`src/rtl/atr_pps_tracker.sv`:
```
module atr_pps_tracker #(
  parameter logic [7:0] LEAD_BYTE = 8'h3B,
  parameter logic [7:0] NEG_START = 8'hFF,
  parameter logic [5:0] ANS_TAG   = 6'b100101
) (
  input  logic       clk,
  input  logic       card_rst_n,
  input  logic       rx_valid,
  input  logic [7:0] rx_byte,
  output logic [1:0] speed_mult,
  output logic       speed_switch,
  output logic       done
);

  typedef enum logic [4:0] {
    ST_LEAD, ST_FMT, ST_IA, ST_IB, ST_IC, ST_ID, ST_HIST, ST_CHK,
    ST_RQ_HDR, ST_RQ_P0, ST_RQ_P1, ST_RQ_P2, ST_RQ_P3, ST_RQ_CHK,
    ST_AN_HDR, ST_AN_P0, ST_AN_P1, ST_AN_P2, ST_AN_P3, ST_AN_CHK,
    ST_END
  } state_t;

  state_t     st;
  logic [3:0] pres;
  logic [3:0] hist_left;
  logic       chk_due;
  logic [2:0] neg_pres;
  logic [1:0] mult_q;
  logic       sw_q;

  assign speed_mult   = mult_q;
  assign speed_switch = sw_q;
  assign done         = (st == ST_END);

  always_ff @(posedge clk or negedge card_rst_n) begin
    if (!card_rst_n) begin
      st        <= ST_LEAD;
      pres      <= '0;
      hist_left <= '0;
      chk_due   <= 1'b0;
      neg_pres  <= '0;
      mult_q    <= '0;
      sw_q      <= 1'b0;
    end else begin
      sw_q <= 1'b0;
      case (st)
        ST_LEAD:
          if (rx_valid) st <= (rx_byte == LEAD_BYTE) ? ST_FMT : ST_END;
        ST_FMT:
          if (rx_valid) begin
            pres      <= rx_byte[7:4];
            hist_left <= rx_byte[3:0];
            st        <= ST_IA;
          end
        ST_IA: if (!pres[0] || rx_valid) st <= ST_IB;
        ST_IB: if (!pres[1] || rx_valid) st <= ST_IC;
        ST_IC: if (!pres[2] || rx_valid) st <= ST_ID;
        ST_ID:
          if (!pres[3]) st <= ST_HIST;
          else if (rx_valid) begin
            pres <= rx_byte[7:4];
            if (rx_byte[3:0] != 4'd0) chk_due <= 1'b1;
            st <= ST_IA;
          end
        ST_HIST:
          if (hist_left == 4'd0) st <= ST_CHK;
          else if (rx_valid) hist_left <= hist_left - 4'd1;
        ST_CHK: if (!chk_due || rx_valid) st <= ST_RQ_HDR;
        ST_RQ_HDR:
          if (rx_valid) st <= (rx_byte == NEG_START) ? ST_RQ_P0 : ST_END;
        ST_RQ_P0:
          if (rx_valid) begin
            neg_pres <= rx_byte[6:4];
            st       <= ST_RQ_P1;
          end
        ST_RQ_P1: if (!neg_pres[0] || rx_valid) st <= ST_RQ_P2;
        ST_RQ_P2: if (!neg_pres[1] || rx_valid) st <= ST_RQ_P3;
        ST_RQ_P3: if (!neg_pres[2] || rx_valid) st <= ST_RQ_CHK;
        ST_RQ_CHK: if (rx_valid) st <= ST_AN_HDR;
        ST_AN_HDR:
          if (rx_valid) st <= (rx_byte == NEG_START) ? ST_AN_P0 : ST_END;
        ST_AN_P0:
          if (rx_valid) begin
            if (!rx_byte[4]) st <= ST_END;
            else begin
              neg_pres <= rx_byte[6:4];
              st       <= ST_AN_P1;
            end
          end
        ST_AN_P1:
          if (rx_valid) begin
            if (rx_byte[7:2] == ANS_TAG) begin
              mult_q <= rx_byte[1:0];
              st     <= ST_AN_P2;
            end else st <= ST_END;
          end
        ST_AN_P2: if (!neg_pres[1] || rx_valid) st <= ST_AN_P3;
        ST_AN_P3: if (!neg_pres[2] || rx_valid) st <= ST_AN_CHK;
        ST_AN_CHK:
          if (rx_valid) begin
            sw_q <= 1'b1;
            st   <= ST_END;
          end
        ST_END: st <= ST_END;
        default: st <= ST_END;
      endcase
    end
  end

endmodule

```
`config.mk`:
```
export PLATFORM = sky130hd
export DESIGN_NAME = atr_pps_tracker
export DESIGN_NICKNAME = d
export VERILOG_FILES = /design/src/rtl/atr_pps_tracker.sv
export SDC_FILE = /design/constraint.sdc
export NUM_CORES = 1
export LEC_CHECK = 0
export ABC_AREA = 1
export BUFFER_PORTS_ARGS = -buffer_cell sky130_fd_sc_hd__buf_4
export CORE_MARGIN = 5
export CORE_UTILIZATION = 25
export DETAILED_ROUTE_END_ITERATION = 16
export GPL_TIMING_DRIVEN = 0
export PLACE_DENSITY_LB_ADDON = 0.3
export SLEW_MARGIN = 20
export SYNTH_ARGS = -nofsm -noshare
export SYNTH_HDL_FRONTEND = slang
export SYNTH_SLANG_ARGS = --single-unit
```
`constraint.sdc`:
```
create_clock -name clk -period 1.75 [get_ports clk]
set_clock_uncertainty 0.1 [all_clocks]
set_input_delay 0.0875 -clock clk [delete_from_list [all_inputs] [get_ports clk]]
set_output_delay 0.0875 -clock clk [all_outputs]
set_load 0.005 [all_outputs]
```
; After elaboration in Yosys (flattened, before gate mapping)
; Cells that the tools add are included.
[op_classes]
n_addsub = 1
eq_ne = 47
muxes = 40
reduce_logical = 27
[ops]
columns = op, n
row1 = 2-to-1 mux 5 bit, 23
row2 = case mux 5 bit (20 select lines), 1
row3 = "!= test 2 bit, second input constant", 24
row4 = "== test 5 x 4 -> 1 bit, second input constant", 8
row5 = "== test 5 bit, second input constant", 5
row6 = 2-to-1 mux 4 bit, 6
row7 = "== test 5 x 3 -> 1 bit, second input constant", 4
row8 = AND reduction 18 bit, 1
row9 = case mux 4 bit (2 select lines), 2
row10 = AND reduction 4 bit, 4
row11 = 2-to-1 mux 3 bit, 5
row12 = "== test 5 x 2 -> 1 bit, second input constant", 2
row13 = "== test 8 x 6 -> 1 bit, second input constant", 1
row14 = "== test 8 bit, second input constant", 1
row15 = zero test 1 bit, 7
row16 = logical OR 1 bit, 7
row17 = "== test 6 bit, second input constant", 1
row18 = case mux 3 bit (2 select lines), 1
row19 = nonzero test 2 bit, 3
row20 = "== test 5 x 1 -> 1 bit, second input constant", 1
row21 = zero test 5 bit, 1
row22 = zero test 4 bit, 1
row23 = nonzero test 4 bit, 1
row24 = "subtractor 4 x 1 -> 4 bit, second input constant", 1
row25 = 3 further kinds, 4
[totals]
reg_bits = 20
input_bits = 11
output_inout_bits = 4
wordCells = 123

; Logic depth before layout (Yosys ltp)
[logic_depth]
ltp_word = 4
ltp_mapped = 12
ltp_nobuf = 12

; Least setup slack after synthesis
; OpenSTA, ideal clock, no wires.
[synth_path]
kind = register to register
from = register st[0]
to = register mult_q[0] (netlist: speed_mult[0])
t_arrival_ns = 1.344
required_time_ns = 1.529
path_slack_ns = 0.186
stages_incl_launch_ff = 9
path_buffers = 1
synth_period_minus_slack_ns = 1.564
cell_sequence = dfrtp_1 > buf_4 > nor2_4 > inv_1 > nor2_2 > nand4_1 > or2_1 > nand2_1 > o21ai_1
[synth_via]
elab_chain_cells = 2
[synth_lines]
columns = item, line_no
row1 = "start, declared", 22  ; state_t st;
row2 = "start signal, assigned", 47  ; if (rx_valid) st <= (rx_byte == LEAD_BYTE) ? ST_FMT : ST_END;
row3 = "start signal, assigned", 69  ; if (rx_valid) st <= (rx_byte == NEG_START) ? ST_RQ_P0 : ST_END;
row4 = "start signal, assigned", 80  ; if (rx_valid) st <= (rx_byte == NEG_START) ? ST_AN_P0 : ST_END;
row5 = == test 5 bit, 45  ; case (st)
row6 = AND reduction 3 bit (no source line), -
row7 = "end signal, assigned", 92  ; mult_q <= rx_byte[1:0];
row8 = "end, declared", 27  ; logic [1:0] mult_q;
; Every way passes these cells.
; A chain may end at the register's enable or synchronous reset.

; Worst setup path in the final report
[layout_path]
from = register st[3]
to = register mult_q[0] (netlist: speed_mult[0])
; The elaborated chain is that of the path after synthesis.

==> metrics.txt <==
status finished with violations; cell taking the most area after synthesis dfrtp_1; startpoint types flip-flop; Max VDD drop ~0.48 mV; # IOs 15; Iter 0 DRT Violations approximately 200; Initial Util between 20% and 30%; P per Cell Area 1340 mW/mm2; final critical-path required period 1.71 ns; Yosys warning count 0; Antenna Nets Post-Route 0; Crit Path Class flip-flop to flip-flop; # Max-Cap Violations 0; final WL 5550 um; final core utilization between 30% and 40%; I/O Buffers 14; slowest stage delay, CP between 0.4 and 0.5 ns; CTS tree built; n_diodes 0; grt ovf 0; CP top delay family simple AND/OR/NAND/NOR gates; Core ar. about 0.0067 mm2; Die Span X approximately 90 um; Seq/Total Area, Yosys 29.5%; clk sinks 20; Leakage Power 1.19 nW; global-route wire length before repair slightly above 8000 um; DRT Pass-1 Iters 5; Fillers between 700 and 800; Avg Inst Size Synth just under 6 um2; initial antenna violation count 0; ys flop type dfrtp_1; failing checks negative hold slack; Die ar. around 0.0085 mm2; via count 1996; number of synthesized flops with an enable pin 0; most frequent cells after synthesis 85 x nand2_1, 53 x nor2_1, 40 x inv_1, 27 x nand3_1, 20 x dfrtp_1; Tightest Pin Transition around 0.44 ns; RSZ-0062 raised after global routing true; vias in the first global route about 1700; syn_nets ~300; number of synthesized register bits 20; clk buf depth 2; final hold violation count 1; Critical-path top delay cell dfrtp_2; Max Clock Freq a little under 600 MHz; power consumption approximately 0.0031 W; CP endpoint kind flip-flop; crit path DAT between 1.5 and 2 ns; wire per inst between 10 and 15 um; synth unique cells 29; maximum fanout along the worst path 5; period utilization approximately 98%; largest net degree at the start of global routing 21; Final Max Tran Viols 0; DRC viols 0; Most common cell on crit path nor2_4; # nets final ~340; # setup viols final 0; critical path required time 1.82 ns; gpl congestion between 0.9 and 1; Vias/cell just under 5; Root Buffer clkbuf_8; worst-path cell chain nor2_4, nand2_4, nor2_4, nand4_1, or2_4, nand2_1, o21ai_1; ratio of cells with drive above 1 in the final layout 26.5%; all-layer global routing usage about an eighth; Min Hold Slack -0.00421 ns; Synth top area share between 20 and 30%; Clock transition at path regs roughly 0.090 ns; Syn Inst Count 289; Synth area leaders dfrtp_1 29%, nand2_1 19%, nor2_1 12%, inv_1 8.8%, nand3_1 8.0%; count leader, synth nand2_1; TritonCTS Buffers 3; htree depth 1; worst min-delay path category input pin to flip-flop; hpwl dp slightly below 4000 um; Skew-Pair Late Insertion Delay roughly 0.27 ns; Worst Path Buf+Inv 0; Mapped Area 0.00170 mm2; headroom to the max-slew limit between 70% and 80%; area grow syn2layout 37.3%; ys async rst share between 90% and 100%; Rows 30; chip height 92.4 um
-- kinds of logic after synthesis --
family / synth area share (%)
adders and majority gates: 0.737
and+or+nand+nor: 48.6
buffers and inverters: 11.6
xor gates and xnor gates: 0.516
AOI/OAI and AO/OA: 8.99
DFF: 29.5
-- through the flow --
stage / area [um2] / cells / setup WS (ns) / TNS [ns]
after floorplan: 1700 / 289 / 0.186 / 0
after global placement: 1900 / 383 / -0.117 / -0.957
after detailed placement: 1900 / 383 / -0.0883 / -0.762
after CTS: 2080 / 396 / -0.00564 / -0.00854
after global routing: 2330 / 408 / -0.0333 / -0.129
final: 2330 / 408 / 0.0422 / 0
-- placed cells by master (no fill, tap or decap), types with 2 or more instances in the layout --
master / instances
nor2_1: 43
nand4_1: 7
inv_4: 2
nand2_4: 4
nand3_2: 7
nand3_1: 21
dfrtp_1: 17
inv_1: 34
dlygate4sd3_1: 6
nand2_1: 79
dfrtp_2: 3
nor3_1: 2
o21ai_0: 13
o211ai_1: 2
o21ai_1: 6
buf_2: 2
nand2_2: 6
buf_4: 26
inv_2: 9
a21oi_1: 2
buf_6: 5
clkbuf_8: 3
nor2_4: 10
nor2_2: 5
-- power breakdown --
group,internal (W),switching [W],leakage (nW)
logic,0.000704,0.00116,0.917
clock network,0.000306,0.000197,0.0357
registers,0.000633,0.000133,0.241
-- registers in the layout, summed over array words and instances, names as in the netlist --
| register | count |
|---|---|
| speed_switch | 1 |
| chk_due | 1 |
| st | 5 |
| speed_mult | 2 |
| hist_left | 4 |
| pres | 4 |
| neg_pres | 3 |
-- tightest hold or removal path, stage by stage --
cell	delay [ns]
buf_4	0.10
nand3_1	0.06
o21ai_0	0.08
-- per-layer routing --
metal  GRT usage [%]  share of wire (%)  up-vias
met5               0                  0        -
li1                -                  -      987
met4            3.71                3.0        0
met1            17.2                 44      884
met2            18.5                 46      107
met3            1.87                6.5       18
-- worst paths after layout --
| check | startpoint | to | slack [ns] | cells after the start |
|---|---|---|---|---|
| worst max-delay path | st[3] | speed_mult[0] | 0.04 | 7 |
| worst min-delay path | rx_byte[6] | pres[2] | -0.004 | 3 |
| worst max register to register | st[3] | speed_mult[0] | 0.04 | 7 |
| worst min register to register | speed_mult[1] | speed_mult[1] | 0.39 | 2 |
| max in group asynchronous | card_rst_n | st[2] | 1.16 | 2 |
| min in group asynchronous | card_rst_n | hist_left[0] | 0.14 | 2 |
-- repair_timing --
| action | CTS | global route |
|---|---|---|
| resized for setup | 9 | 50 |
| endpoints found under the hold margin | 27 | 0 |
| setup buffers | 3 | 11 |
| hold buffers | 6 | 0 |
| setup endpoints to repair | 14 | 14 |
| gates cloned | 0 | 1 |
| pin swaps | 3 | 18 |
-- area by class of cell --
class                      count  area [um2]  area share, %
tap                           80         100           4.29
inverter                      45         174           7.46
multi-input combinational    219        1160           49.6
sequential                    20         504           21.6
timing repair buffer          35         283           12.1
buffer                         5        42.5           1.83
clock inverter                 1        30.0           1.29
clock buffer                   3        41.3           1.77
(Power assumes the default switching activity.)
